$ cat config.mk
export PLATFORM = sky130hd
export DESIGN_NAME = outstanding_limit_monitor
export DESIGN_NICKNAME = d
export VERILOG_FILES = /design/src/rtl/olm_pkg.sv /design/src/rtl/olm_classify.sv /design/src/rtl/olm_counter.sv /design/src/rtl/olm_flags.sv /design/src/rtl/outstanding_limit_monitor.sv
export SDC_FILE = /design/constraint.sdc
export NUM_CORES = 1
export LEC_CHECK = 0
export CAP_MARGIN = 20
export CORE_MARGIN = 2
export CORE_UTILIZATION = 25
export DETAILED_ROUTE_END_ITERATION = 16
export DONT_BUFFER_PORTS = 1
export GPL_TIMING_DRIVEN = 0
export SLEW_MARGIN = 20
export SYNTH_ARGS = -nofsm -noshare
export SYNTH_HDL_FRONTEND = slang
export SYNTH_HIERARCHICAL = 1
export SYNTH_SLANG_ARGS = --single-unit
$ cat constraint.sdc
create_clock -name clk -period 3.4 [get_ports clk]
set_clock_uncertainty 0.05 [all_clocks]
set_input_delay 0.34 -clock clk [delete_from_list [all_inputs] [get_ports clk]]
set_output_delay 0.34 -clock clk [all_outputs]
set_load 0.01 [all_outputs]
$ cat src/rtl/olm_pkg.sv
package olm_pkg;

    // Classification of one cycle of req/done against the current occupancy.
    typedef struct packed {
        logic grow;    // legal issue
        logic shrink;  // legal completion
        logic over;    // issue while at the limit
        logic under;   // completion while empty
    } olm_event_t;

    localparam int unsigned ERR_KINDS = 2;
    localparam int unsigned ERR_OVF   = 0;
    localparam int unsigned ERR_UNF   = 1;

endpackage

$ cat src/rtl/olm_classify.sv
module olm_classify
    import olm_pkg::*;
#(
    parameter int unsigned LIMIT = 4,
    parameter int unsigned CNT_W = $clog2(LIMIT + 1)
) (
    input  logic             req,
    input  logic             done,
    input  logic [CNT_W-1:0] count,
    output olm_event_t       evt
);

    localparam logic [CNT_W-1:0] LIM_C = CNT_W'(LIMIT);

    logic issue_only;
    logic retire_only;
    logic at_limit;
    logic empty;

    always_comb begin
        issue_only  = req && !done;
        retire_only = done && !req;
        at_limit    = (count == LIM_C);
        empty       = (count == '0);

        evt.grow    = issue_only  && !at_limit;
        evt.over    = issue_only  &&  at_limit;
        evt.shrink  = retire_only && !empty;
        evt.under   = retire_only &&  empty;
    end

endmodule

$ cat src/rtl/olm_counter.sv
module olm_counter
    import olm_pkg::*;
#(
    parameter int unsigned LIMIT = 4,
    parameter int unsigned CNT_W = $clog2(LIMIT + 1)
) (
    input  logic             clk,
    input  logic             rst_n,
    input  olm_event_t       evt,
    output logic [CNT_W-1:0] count
);

    typedef struct packed {
        logic [CNT_W-1:0] occ;
    } cnt_state_t;

    cnt_state_t st_d;
    cnt_state_t st_q;

    always_comb begin
        st_d = st_q;
        if (evt.grow) begin
            st_d.occ = st_q.occ + CNT_W'(1);
        end else if (evt.shrink) begin
            st_d.occ = st_q.occ - CNT_W'(1);
        end
    end

    always_ff @(posedge clk or negedge rst_n) begin
        if (!rst_n) begin
            st_q <= '0;
        end else begin
            st_q <= st_d;
        end
    end

    assign count = st_q.occ;

endmodule

$ cat src/rtl/olm_flags.sv
module olm_flags
    import olm_pkg::*;
(
    input  logic                 clk,
    input  logic                 rst_n,
    input  logic [ERR_KINDS-1:0] hit,
    output logic [ERR_KINDS-1:0] pulse,
    output logic [ERR_KINDS-1:0] sticky
);

    typedef struct packed {
        logic pls;
        logic stk;
    } flag_state_t;

    for (genvar k = 0; k < ERR_KINDS; k++) begin : g_kind
        flag_state_t fl_d;
        flag_state_t fl_q;

        always_comb begin
            fl_d.pls = hit[k];
            fl_d.stk = fl_q.stk | hit[k];
        end

        always_ff @(posedge clk or negedge rst_n) begin
            if (!rst_n) begin
                fl_q <= '0;
            end else begin
                fl_q <= fl_d;
            end
        end

        assign pulse[k]  = fl_q.pls;
        assign sticky[k] = fl_q.stk;
    end

endmodule

$ cat src/rtl/outstanding_limit_monitor.sv
module outstanding_limit_monitor
    import olm_pkg::*;
#(
    parameter int unsigned LIMIT = 4,
    localparam int unsigned CNT_W = $clog2(LIMIT + 1)
) (
    input  logic             clk,
    input  logic             rst_n,
    input  logic             req,
    input  logic             done,
    output logic [CNT_W-1:0] occ_count,
    output logic             ovf_pulse,
    output logic             unf_pulse,
    output logic             ovf_sticky,
    output logic             unf_sticky
);

    olm_event_t           evt;
    logic [ERR_KINDS-1:0] err_hit;
    logic [ERR_KINDS-1:0] err_pulse;
    logic [ERR_KINDS-1:0] err_sticky;

    olm_classify #(.LIMIT(LIMIT), .CNT_W(CNT_W)) u_classify (
        .req   (req),
        .done  (done),
        .count (occ_count),
        .evt   (evt)
    );

    olm_counter #(.LIMIT(LIMIT), .CNT_W(CNT_W)) u_counter (
        .clk   (clk),
        .rst_n (rst_n),
        .evt   (evt),
        .count (occ_count)
    );

    always_comb begin
        err_hit          = '0;
        err_hit[ERR_OVF] = evt.over;
        err_hit[ERR_UNF] = evt.under;
    end

    olm_flags u_flags (
        .clk    (clk),
        .rst_n  (rst_n),
        .hit    (err_hit),
        .pulse  (err_pulse),
        .sticky (err_sticky)
    );

    assign ovf_pulse  = err_pulse[ERR_OVF];
    assign unf_pulse  = err_pulse[ERR_UNF];
    assign ovf_sticky = err_sticky[ERR_OVF];
    assign unf_sticky = err_sticky[ERR_UNF];

endmodule

=== Yosys cells after proc, flatten, opt, wreduce, memory -nomap -nowiden ===
Index checks and enable logic that the tools add are counted.

* Register bits: 7
* Memories kept: 0
* Bits in latches: 0
* ROM bits: 0
* Memory bits (writable): 0

* Add/subtract/negate cells: 2
* Bitwise gates (word level): 2
* Shift-type cells: 0
* Eq/ne operators: 1
* Multipliers: 0
* Muxes and demuxes: 2
* Div/mod/pow operators: 0
* Reductions and logical operators: 12
* $lt $le $gt $ge: 0

{| class="wikitable"
|+ Operators by type and width
! kind !! count
|-
| 1-bit logical AND || 6
|-
| 3-bit two-way mux || 2
|-
| 1-bit logical NOT || 4
|-
| 3-bit by 1-bit adder with 3-bit output, second input constant || 1
|-
| 3-bit equality test, second input constant || 1
|-
| 3-bit logical NOT || 1
|-
| 3-bit by 1-bit subtractor with 3-bit output, second input constant || 1
|-
| 1-bit OR || 2
|-
| 2-bit nonzero test || 1
|}

=== Longest topological paths before layout ===
* Word-level depth: 5
* Depth in mapped cells: 7

=== Hierarchy ===
Netlist, hierarchy kept.

{| class="wikitable"
|+ By module, submodules not included
! module !! cells an instance !! area each (sq um) !! instances
|-
| olm_counter || 11 || 150.1 || 1
|-
| olm_flags || 6 || 112.6 || 1
|-
| olm_classify || 8 || 75.1 || 1
|}

=== Least setup slack after synthesis ===
No wires, ideal clock.

* Kind: register -> register
* Start point: register u_counter.st_q, in the netlist u_counter/count[0]
* End point: register u_counter.st_q, in the netlist u_counter/count[2]
* Cell stages (with the launch flop): 8
* Slack: 1.459 ns
* Required time: 3.222 ns
* Buffers on the path: 0
* Arrival: 1.762 ns
* Clock period less this slack: 1.941 ns
* Cells stage by stage: dfrtp_1 nor2_1 a21oi_1 inv_1 fa_1 nor3b_1 a21oi_1 xnor2_1

{| class="wikitable"
|+ RTL lines
! item !! RTL line !! RTL
|-
| from (decl) || olm_counter.sv:18 || <nowiki>cnt_state_t st_q;</nowiki>
|-
| from (signal assigned) || olm_counter.sv:33 || <nowiki>st_q <= st_d;</nowiki>
|}

==> impl_metrics.ini <==
[pwr]
powerDensity_mw_per_mm2 = 879
power.switching_fraction_pct = 37.2
share_seq_of_total_power_pct = 53.9
clock_network_fraction_of_design_power_pct = 20.8
fin_total_pwr_mw = 0.345
ir_drop_uv = 263
internal-power_mw = 0.217
power.net_switching_mw = 0.129
leakagePower_nw = 0.165
pwr-share-comb_pct = 25.4

[global_routing]
number_of_global_route_vias_before_repair = 194
gr-total-overflow = 0
busiest_layer = met4
grt_first_pass_wirelength_um = 772
use_met1_pct = 9.21
groute.usage.overall_pct = 7.58
antenna_violations_before_repair = 0
globalRouteMet3Util_pct = 2.17
global_route.usage.met2_pct = 9.13
grt_max_degree = 8

[sta]
min_period_ns = 2.12
setup-violations-final = 0
fin_hold_ws_ns = 0.182
finalCritPeriodShare_pct = 62.5
finalSetupTns_ns = 0
minimum_setup_slack_in_the_final_design_ns = 1.28
final-hold-violation-count = 0
slew_headroom_pct = 73.6
maxSlewViolCount = 0
max_freq_ghz = 0.471
worst-slew-pin-transition_ns = 0.395
grt_setup_unrepaired = no

[logic_synthesis]
most_numerous_cell_in_the_yosys_netlist = sky130_fd_sc_hd__dfrtp_1
synth_edf_count = 0
asyncSetResetFlopFracSynth_pct = 100
synth_top_cells_by_area = sky130_fd_sc_hd__dfrtp_1, sky130_fd_sc_hd__nand2b_4, sky130_fd_sc_hd__nor4b_4
synthCells = 25
synth_top_area_cell = sky130_fd_sc_hd__dfrtp_1
synth_warnings = 6
postSynthRegisterBits = 7
netlist-cell-type-count = 14
synthesis.nets = 30
synth-seq-area-share_pct = 51.9
post-synth-top-area-fraction_pct = 51.9
post_synth_instance_area_um2 = 338
avgSynthCellArea_um2 = 13.5
synth_flop_cell = sky130_fd_sc_hd__dfrtp_1

[worst_setup_path]
critical-path-max-stage-delay_ns = 0.58
worst-endpoint-required_ns = 3.46
cell_by_cell_listing_of_the_critical_path = nor2_1, a21oi_1, inv_1, fa_1, nor3b_1, a21oi_1, xnor2_1
worstSetupStartpointType = flop
critical_path_end_type = flop
worst_path_most_repeated_cell = sky130_fd_sc_hd__a21oi_1
critical_path.reg2reg.startpoint = u_counter/count[0]
worst-endpoint-arrival_ns = 2.19
crit_start = u_counter/count[0]
cpMaxStageDelayCell = sky130_fd_sc_hd__dfrtp_1
path_max_fanout = 7
critical_path_class = reg -> reg

[placed_design]
dpl_cell_area_um2 = 357
port_buffers = 0
dpl_worst_slack_ns = 1.29
placedCellCount = 40
gp_congestion = 0.645

[layout]
fill_cells = 135
final_antenna_diode_count = 0
layout.nets = 36
share_of_layout_cells_above_drive_strength_1_pct = 26.7
utilization_pct = 30.6
final_cell_area_um2 = 393
synthToLayoutAreaGrowth_pct = 16.3
final_cell_count_no_fill = 45

[route]
antenna_violating_nets_post_route = 0
avgViaCountPerCell = 4.29
routed_wire_length_um = 510
number_of_design_rule_violations_left_after_detail_routing = 0
routed_length_per_instance_um = 11.3
drt_first_pass_iters = 4
dr.first_iter.drc_count = 3
detailroute.via_count = 193

[run_status]
status = finished clean

[cts]
tritoncts_num_sinks = 7
cts.htree.levels = 1
cts-buffers-inserted = 3
cts.clk_slew.worst_paths_ns = 0.05
clock_tree_from_tritoncts = built
clk-insertion-delay-late_ns = 0.24
library_cell_used_as_clock_root_buffer = sky130_fd_sc_hd__clkbuf_4
clock_path_buffers = 2

[worst_hold_path]
hp-start = done
hold_path_class = in -> reg

[floorplanning]
chipHeight_um = 40.8
placement_rows = 13
die_width_um = 40.8
ios = 11
core_region_area_mm2 = 0.00128
fp.dieArea_mm2 = 0.00166
start_util_pct = 26.3

[run]
max-cap-violations = 0
## worst paths after layout
path                       cells past startpoint  slack, ns            endpoint
setup / recovery                               7       1.28  u_counter/count[2]
hold / removal                                 2       0.18    u_flags/pulse[1]
setup reg to reg                               7       1.28  u_counter/count[2]
hold reg to reg                                1       0.48   u_flags/sticky[0]
max in group asynchronous                      1       2.70    u_flags/pulse[0]
min in group asynchronous                      1       0.37    u_flags/pulse[1]
## registers in the layout, summed over array words and instances (netlist names)
name,flops
u_counter/count,3
u_flags/pulse,2
u_flags/sticky,2
## routing by layer
layer	vias to the layer above	share of wire, %	wire length [um]
li1	94	-	-
met1	91	45	227
met2	8	48	245
met3	0	7.5	38
met4	0	0	0
met5	-	0	0
## critical path, delay by kind of cell (launching register included)
family / cells / cell delay (ns)
AND/OR/NAND/NOR: 2 / 0.27
AO/OA/AOI/OAI: 2 / 0.39
buffers and inverters: 1 / 0.11
flip-flops: 1 / 0.58
adder cells (fa/ha/maj): 1 / 0.45
XOR/XNOR: 1 / 0.15
## repair_timing
action                    4_1_cts  5_1_grt
resized for setup               0        0
hold endpoints to repair        7        0
hold buffers                    1        0
setup buffers                   0        0
## kinds of logic after synthesis
logic type                 Yosys count  synth area share, %
muxes                                1                 4.44
adders and majority gates            1                 5.93
xor gates and xnor gates             2                 5.19
DFF                                  7                 51.9
and+or+nand+nor                     11                 28.5
buffers and inverters                1                 1.11
AOI/OAI and AO/OA                    2                 2.96
## placed cells by master (no fill, tap or decap)
cell type,Yosys,final
sky130_fd_sc_hd__a21oi_1,2,2
sky130_fd_sc_hd__clkbuf_1,0,1
sky130_fd_sc_hd__clkbuf_4,0,3
sky130_fd_sc_hd__dfrtp_1,7,7
sky130_fd_sc_hd__dlygate4sd3_1,0,1
sky130_fd_sc_hd__fa_1,1,1
sky130_fd_sc_hd__inv_1,1,1
sky130_fd_sc_hd__mux2_4,1,1
sky130_fd_sc_hd__nand2b_4,2,2
sky130_fd_sc_hd__nor2_1,2,2
sky130_fd_sc_hd__nor2_2,1,1
sky130_fd_sc_hd__nor3_1,1,1
sky130_fd_sc_hd__nor3b_1,1,1
sky130_fd_sc_hd__nor4_1,1,1
sky130_fd_sc_hd__nor4b_4,1,1
sky130_fd_sc_hd__or2_1,2,2
sky130_fd_sc_hd__xnor2_1,2,2
## power groups by stage
stage,clock network (mW),logic [mW],registers [mW]
detailed placement,0,0.0870,0.189
finish,0.0717,0.0877,0.186
global placement,0,0.0820,0.187
global route,0.0828,0.0974,0.196
CTS,0.0756,0.0890,0.187
floorplan,0,0.0758,0.176
## area by class of cell
class	instances	area, um2	share of cell area, %
Clock buffer	4	26.3	6.69
Inverter	1	3.75	0.955
Multi-Input combinational cell	17	159	40.4
Sequential cell	7	175	44.6
Tap cell	15	18.8	4.78
Timing Repair Buffer	1	10.0	2.55
(Power assumes the default switching activity.)
